--- config.mk ---
export PLATFORM = sky130hd
export DESIGN_NAME = rd_latency_stage
export DESIGN_NICKNAME = d
export VERILOG_FILES = /design/src/rtl/rdlat_pkg.sv /design/src/rtl/rdlat_enable_path.sv /design/src/rtl/rdlat_mode_ctl.sv /design/src/rtl/rdlat_data_path.sv /design/src/rtl/rdlat_lane_drive.sv /design/src/rtl/rd_latency_stage.sv
export SDC_FILE = /design/constraint.sdc
export NUM_CORES = 1
export LEC_CHECK = 0
export ABC_AREA = 0
export BUFFER_PORTS_ARGS = -buffer_cell sky130_fd_sc_hd__buf_2
export CORE_MARGIN = 1
export CORE_UTILIZATION = 40
export DETAILED_ROUTE_END_ITERATION = 6
export PLACE_DENSITY = 0.65
export SYNTH_ARGS = -nofsm -noshare
export SYNTH_HDL_FRONTEND = slang
export SYNTH_SLANG_ARGS = --single-unit
--- constraint.sdc ---
create_clock -name clk -period 2 [get_ports clk]
set_input_delay 0.1 -clock clk [delete_from_list [all_inputs] [get_ports clk]]
set_output_delay 0.1 -clock clk [all_outputs]
set_load 0.005 [all_outputs]
--- src/rtl/rdlat_pkg.sv ---
package rdlat_pkg;

  typedef enum logic {
    LAT_DIRECT = 1'b0,
    LAT_REG    = 1'b1
  } lat_mode_e;

  // Port is selected when the low enable is low and the high enable is high.
  function automatic logic sel_live(input logic ce_lo_n, input logic ce_hi);
    return (!ce_lo_n) && ce_hi;
  endfunction

  // Read qualifier for one enable stage.
  function automatic logic read_live(input logic sel, input logic rd);
    return sel && rd;
  endfunction

endpackage

--- src/rtl/rdlat_enable_path.sv ---
module rdlat_enable_path
  import rdlat_pkg::*;
#(
  parameter int LANES = 2
) (
  input  logic             clk,
  input  logic             rst_n,
  input  lat_mode_e        mode_eff,
  input  logic             ce_lo_n,
  input  logic             ce_hi,
  input  logic             rw_n,
  input  logic [LANES-1:0] byte_sel_n,
  output logic             read_on,
  output logic [LANES-1:0] lane_on,
  output logic             capture,
  output logic             stages_idle
);

  logic             sel_s1, rd_s1;
  logic             sel_s2, rd_s2;
  logic [LANES-1:0] lane_s1;

  // First stage: chip enables, read/write control and byte selects.
  always_ff @(posedge clk or negedge rst_n) begin
    if (!rst_n) begin
      sel_s1  <= 1'b0;
      rd_s1   <= 1'b0;
      lane_s1 <= '0;
    end else begin
      sel_s1  <= sel_live(ce_lo_n, ce_hi);
      rd_s1   <= rw_n;
      lane_s1 <= ~byte_sel_n;
    end
  end

  // Second stage: chip enables and read/write control only.
  always_ff @(posedge clk or negedge rst_n) begin
    if (!rst_n) begin
      sel_s2 <= 1'b0;
      rd_s2  <= 1'b0;
    end else begin
      sel_s2 <= sel_s1;
      rd_s2  <= rd_s1;
    end
  end

  always_comb begin
    if (mode_eff == LAT_REG) read_on = read_live(sel_s2, rd_s2);
    else                     read_on = read_live(sel_s1, rd_s1);
  end

  assign lane_on     = lane_s1;
  assign capture     = read_live(sel_s1, rd_s1);
  assign stages_idle = !sel_s1 && !sel_s2;

endmodule

--- src/rtl/rdlat_mode_ctl.sv ---
module rdlat_mode_ctl
  import rdlat_pkg::*;
(
  input  logic      clk,
  input  logic      rst_n,
  input  logic      mode_req,
  input  logic      stages_idle,
  output lat_mode_e mode_eff
);

  always_ff @(posedge clk or negedge rst_n) begin
    if (!rst_n)           mode_eff <= LAT_DIRECT;
    else if (stages_idle) mode_eff <= lat_mode_e'(mode_req);
  end

endmodule

--- src/rtl/rdlat_data_path.sv ---
module rdlat_data_path
  import rdlat_pkg::*;
#(
  parameter int WIDTH = 18
) (
  input  logic             clk,
  input  logic             rst_n,
  input  lat_mode_e        mode_eff,
  input  logic             capture,
  input  logic [WIDTH-1:0] arr_rdata,
  output logic [WIDTH-1:0] dout
);

  logic [WIDTH-1:0] out_q;

  // The output register loads only for a registered read.
  always_ff @(posedge clk or negedge rst_n) begin
    if (!rst_n)       out_q <= '0;
    else if (capture) out_q <= arr_rdata;
  end

  assign dout = (mode_eff == LAT_REG) ? out_q : arr_rdata;

endmodule

--- src/rtl/rdlat_lane_drive.sv ---
module rdlat_lane_drive #(
  parameter int LANES = 2
) (
  input  logic             read_on,
  input  logic [LANES-1:0] lane_on,
  input  logic             oe_n,
  output logic [LANES-1:0] lane_drive
);

  for (genvar g = 0; g < LANES; g++) begin : g_lane
    assign lane_drive[g] = read_on && lane_on[g] && !oe_n;
  end

endmodule

--- src/rtl/rd_latency_stage.sv ---
module rd_latency_stage
  import rdlat_pkg::*;
#(
  parameter int LANES  = 2,
  parameter int LANE_W = 9
) (
  input  logic                    clk,
  input  logic                    rst_n,
  input  logic                    pipe_mode,
  input  logic                    ce_lo_n,
  input  logic                    ce_hi,
  input  logic                    rw_n,
  input  logic [LANES-1:0]        byte_sel_n,
  input  logic                    oe_n,
  input  logic [LANES*LANE_W-1:0] arr_rdata,
  output logic [LANES*LANE_W-1:0] dout,
  output logic [LANES-1:0]        lane_drive
);

  localparam int WIDTH = LANES * LANE_W;

  lat_mode_e        mode_eff;
  logic             read_on;
  logic [LANES-1:0] lane_on;
  logic             capture;
  logic             stages_idle;

  rdlat_mode_ctl u_mode (
    .clk         (clk),
    .rst_n       (rst_n),
    .mode_req    (pipe_mode),
    .stages_idle (stages_idle),
    .mode_eff    (mode_eff)
  );

  rdlat_enable_path #(.LANES(LANES)) u_en (
    .clk         (clk),
    .rst_n       (rst_n),
    .mode_eff    (mode_eff),
    .ce_lo_n     (ce_lo_n),
    .ce_hi       (ce_hi),
    .rw_n        (rw_n),
    .byte_sel_n  (byte_sel_n),
    .read_on     (read_on),
    .lane_on     (lane_on),
    .capture     (capture),
    .stages_idle (stages_idle)
  );

  rdlat_data_path #(.WIDTH(WIDTH)) u_data (
    .clk       (clk),
    .rst_n     (rst_n),
    .mode_eff  (mode_eff),
    .capture   (capture),
    .arr_rdata (arr_rdata),
    .dout      (dout)
  );

  rdlat_lane_drive #(.LANES(LANES)) u_drive (
    .read_on    (read_on),
    .lane_on    (lane_on),
    .oe_n       (oe_n),
    .lane_drive (lane_drive)
  );

  // Cycles since reset, saturating; used only to gate history-based checks.
  logic [1:0] live_cnt;
  always_ff @(posedge clk or negedge rst_n) begin
    if (!rst_n)                live_cnt <= '0;
    else if (live_cnt != 2'd3) live_cnt <= live_cnt + 2'd1;
  end

  wire port_read = sel_live(ce_lo_n, ce_hi) && rw_n;

  a_r2_direct_needs_read: assert property (@(posedge clk) disable iff (!rst_n)
    (mode_eff == LAT_DIRECT && |lane_drive) |-> $past(port_read));

  a_r3_reg_needs_read: assert property (@(posedge clk) disable iff (!rst_n)
    (mode_eff == LAT_REG && |lane_drive) |-> $past(port_read, 2));

  for (genvar g = 0; g < LANES; g++) begin : g_lane_chk
    a_r5_lane_select: assert property (@(posedge clk) disable iff (!rst_n)
      lane_drive[g] |-> $past(!byte_sel_n[g]));
  end

  a_r6_oe_floats: assert property (@(posedge clk) disable iff (!rst_n)
    oe_n |-> (lane_drive == '0));

  a_r8_reg_holds: assert property (@(posedge clk) disable iff (!rst_n)
    (live_cnt == 2'd3 && mode_eff == LAT_REG && $past(mode_eff) == LAT_REG
     && !$stable(dout)) |-> $past(port_read, 2));

  a_r9_mode_after_idle: assert property (@(posedge clk) disable iff (!rst_n)
    (live_cnt == 2'd3 && !$stable(mode_eff))
      |-> ($past(!sel_live(ce_lo_n, ce_hi), 2) && $past(!sel_live(ce_lo_n, ce_hi), 3)));

endmodule

==> results_dict.tcl <==
set metrics [dict create \
    period_needed_ns 1.77 \
    yosysSeqAreaShare 0.533 \
    powerDensity_nw_per_um2 758 \
    fillers 247 \
    reg2reg_slack_ns 0.79 \
    max_freq_ghz 0.566 \
    slowest_delay_ns 0.59 \
    core-area_um2 2760 \
    root_buffer "clkbuf_4" \
    grt_pass1_vias 877 \
    htreeDepth 1 \
    synth_top_cell_by_area "dfrtp_1" \
    die_area_um2 3150 \
    viasPerCell 4.87 \
    die_h_um 56.2 \
    synth_seq_cells 25 \
    slew-limit-headroom 0.631 \
    crit_path_top_delay_cell "dfrtp_1" \
    tns_ns 0 \
    hold-path-cell-count 2 \
    grt_max_degree 26 \
    cts_buffers 3 \
    hp-start "arr_rdata[9]" \
    synth_warnings 0 \
    grt_pass1_wl_um 3800 \
    grt_antenna_before_repair 0 \
    dp_slack_ns 0.580 \
    tritoncts "yes" \
    gp_congestion 0.663 \
    outcome "completed" \
    synth_top_area_frac 0.533 \
    synthCells 76 \
    clock_path_buffers 2 \
    yosys-top-cells-area "dfrtp_1, mux2_2, mux2_4" \
    rr_startpoint "u_en.sel_s1" \
    hold_class "in2reg" \
    wire_per_inst_um 13.3 \
    cts_setup_buffers 0 \
    power.internal_mw 0.875 \
    clock_latency_ns 0.32 \
    synth.distinct_cells 13 \
    num_rows 19 \
    hold_violations 0 \
    required_ns 1.90 \
    yosysMostFrequentCell "mux2_2" \
    hold_buffers 10 \
    leakage_nw 0.773 \
    finalNetCount 162 \
    syn-num-nets 103 \
    rsz0062_at_grt "no" \
    r2r_end "u_data.out_q[10]" \
    syn_area_um2 1170 \
    crit_type "reg2out" \
    startpoint_type "flip-flop" \
    clock_skew_ns 0.00760 \
    arrival_ns 1.67 \
    multiInputGateArea_um2 510 \
    fin_ws_ns 0.232 \
    avgSynthCellArea_um2 15.4 \
    drcViolationCount 0 \
    ios 47 \
    rr_worst_depth 2 \
    max_cap_violations 0 \
    synth_flop_cell "dfrtp_1" \
    comb_power_share 0.273 \
    vdd_drop_max_uv 480 \
    crit_chain "buf_4, mux2_2, buf_2" \
    synth_edf_count 0 \
    regArea_um2 626 \
    pwr-share-clk 0.192 \
    vias 803 \
    finalCritPeriodShare 0.884 \
    worst_setup_path_end_kind "output port" \
    drtPass1Iterations 2 \
    grt_overflow_total 0 \
    port_buffers 46 \
    wl_um 2190 \
    path_max_fanout 11 \
    drt_iter0_markers 21 \
    clk_pin_slew_ns 0.13 \
    whs_endpoint "u_data.out_q[9]" \
    seq_power_share 0.536 \
    diodes 0 \
    gr-usage-all-layers 0.157 \
    swShare 0.253 \
    ant_nets 0 \
    drive_above_1_share 0.657 \
    async_flop_share 1.00 \
    area_growth_pct 31.8 \
    cts.sinks 25 \
    start_util 0.426 \
    tightest_slew_ns 0.554 \
    die_w_um 56.2 \
    synthTopCellsByCount "mux2_2, dfrtp_1, mux2_4" \
    slew_viol_final 0 \
    switchingPower_mw 0.297 \
    finalSetupViolCount 0 \
    cts_resized 0 \
]
## power groups by stage
stage	logic, mW	clock network, mW	registers [mW]
2_1_floorplan	0.203	0	0.619
3_3_place_gp	0.303	0	0.632
3_5_place_dp	0.306	0	0.637
4_1_cts	0.323	0.239	0.627
5_1_grt	0.350	0.259	0.638
6_report	0.320	0.225	0.628
## final cells by class
class | instances | share of cell area
Timing Repair Buffer | 57 | 0.218
Inverter | 2 | 0.00485
Sequential cell | 25 | 0.405
Multi-Input combinational cell | 46 | 0.330
Clock buffer | 4 | 0.0170
Tap cell | 31 | 0.0251
## per-layer routing
layer / up-vias / wire [um] / track usage
met1: 382 / 978 / 0.200
met4: 0 / 29 / 0.0732
li1: 382 / - / -
met2: 35 / 1040 / 0.260
met3: 4 / 141 / 0.0279
met5: - / 0 / 0
## worst max path at each step
stage / from / end
after global routing: u_mode.mode_eff / dout[1]
after detailed placement: u_mode.mode_eff / dout[1]
after floorplan: u_en.sel_s1 / u_data.out_q[0]
after global placement: u_mode.mode_eff / dout[3]
final: u_mode.mode_eff / dout[1]
after CTS: u_mode.mode_eff / dout[1]
## worst max-delay path, delay by kind of cell, from the launching register on
family                 cells  cell delay [ns]
muxes                      1             0.36
buffers and inverters      2             0.41
DFF                        1             0.59
## registers in the layout, summed over array words and instances (netlist names)
register         cells
u_data.out_q        18
u_en.lane_on         2
u_en.rd_s1           1
u_en.rd_s2           1
u_en.sel_s1          1
u_en.sel_s2          1
u_mode.mode_eff      1
## stage by stage
step / instance area, um2 / power [mW] / utilization / hold slack [ns] / instances
final: 1550 / 1.17 / 0.561 / 0.0155 / 165
after floorplan: 1170 / 0.822 / - / -0.196 / 76
after global routing: 1550 / 1.25 / 0.561 / 0.00627 / 165
after CTS: 1550 / 1.19 / 0.561 / 0.000232 / 165
after detailed placement: 1420 / 0.942 / 0.515 / 0.124 / 151
after global placement: 1420 / 0.935 / 0.515 / 0.120 / 151
## logic make-up after synthesis
group,Yosys count,share of synthesized area
AOI/OAI and AO/OA,2,0.00853
buffers and inverters,5,0.0320
DFF,25,0.533
muxes,37,0.387
and+or+nand+nor,7,0.0394
## cells in the final DEF, fill, tap and decap left out
cell            n
a21oi_1         2
nand3b_1        1
dfrtp_1        25
clkbuf_4        3
mux2_4         10
inv_1           2
clkbuf_1        1
nor2b_1         1
nand2b_1        2
buf_2          46
buf_4           1
nand3_1         1
mux2_2         27
nand2_4         1
dlygate4sd3_1  10
nor2_1          1
(Power assumes the default switching activity.)
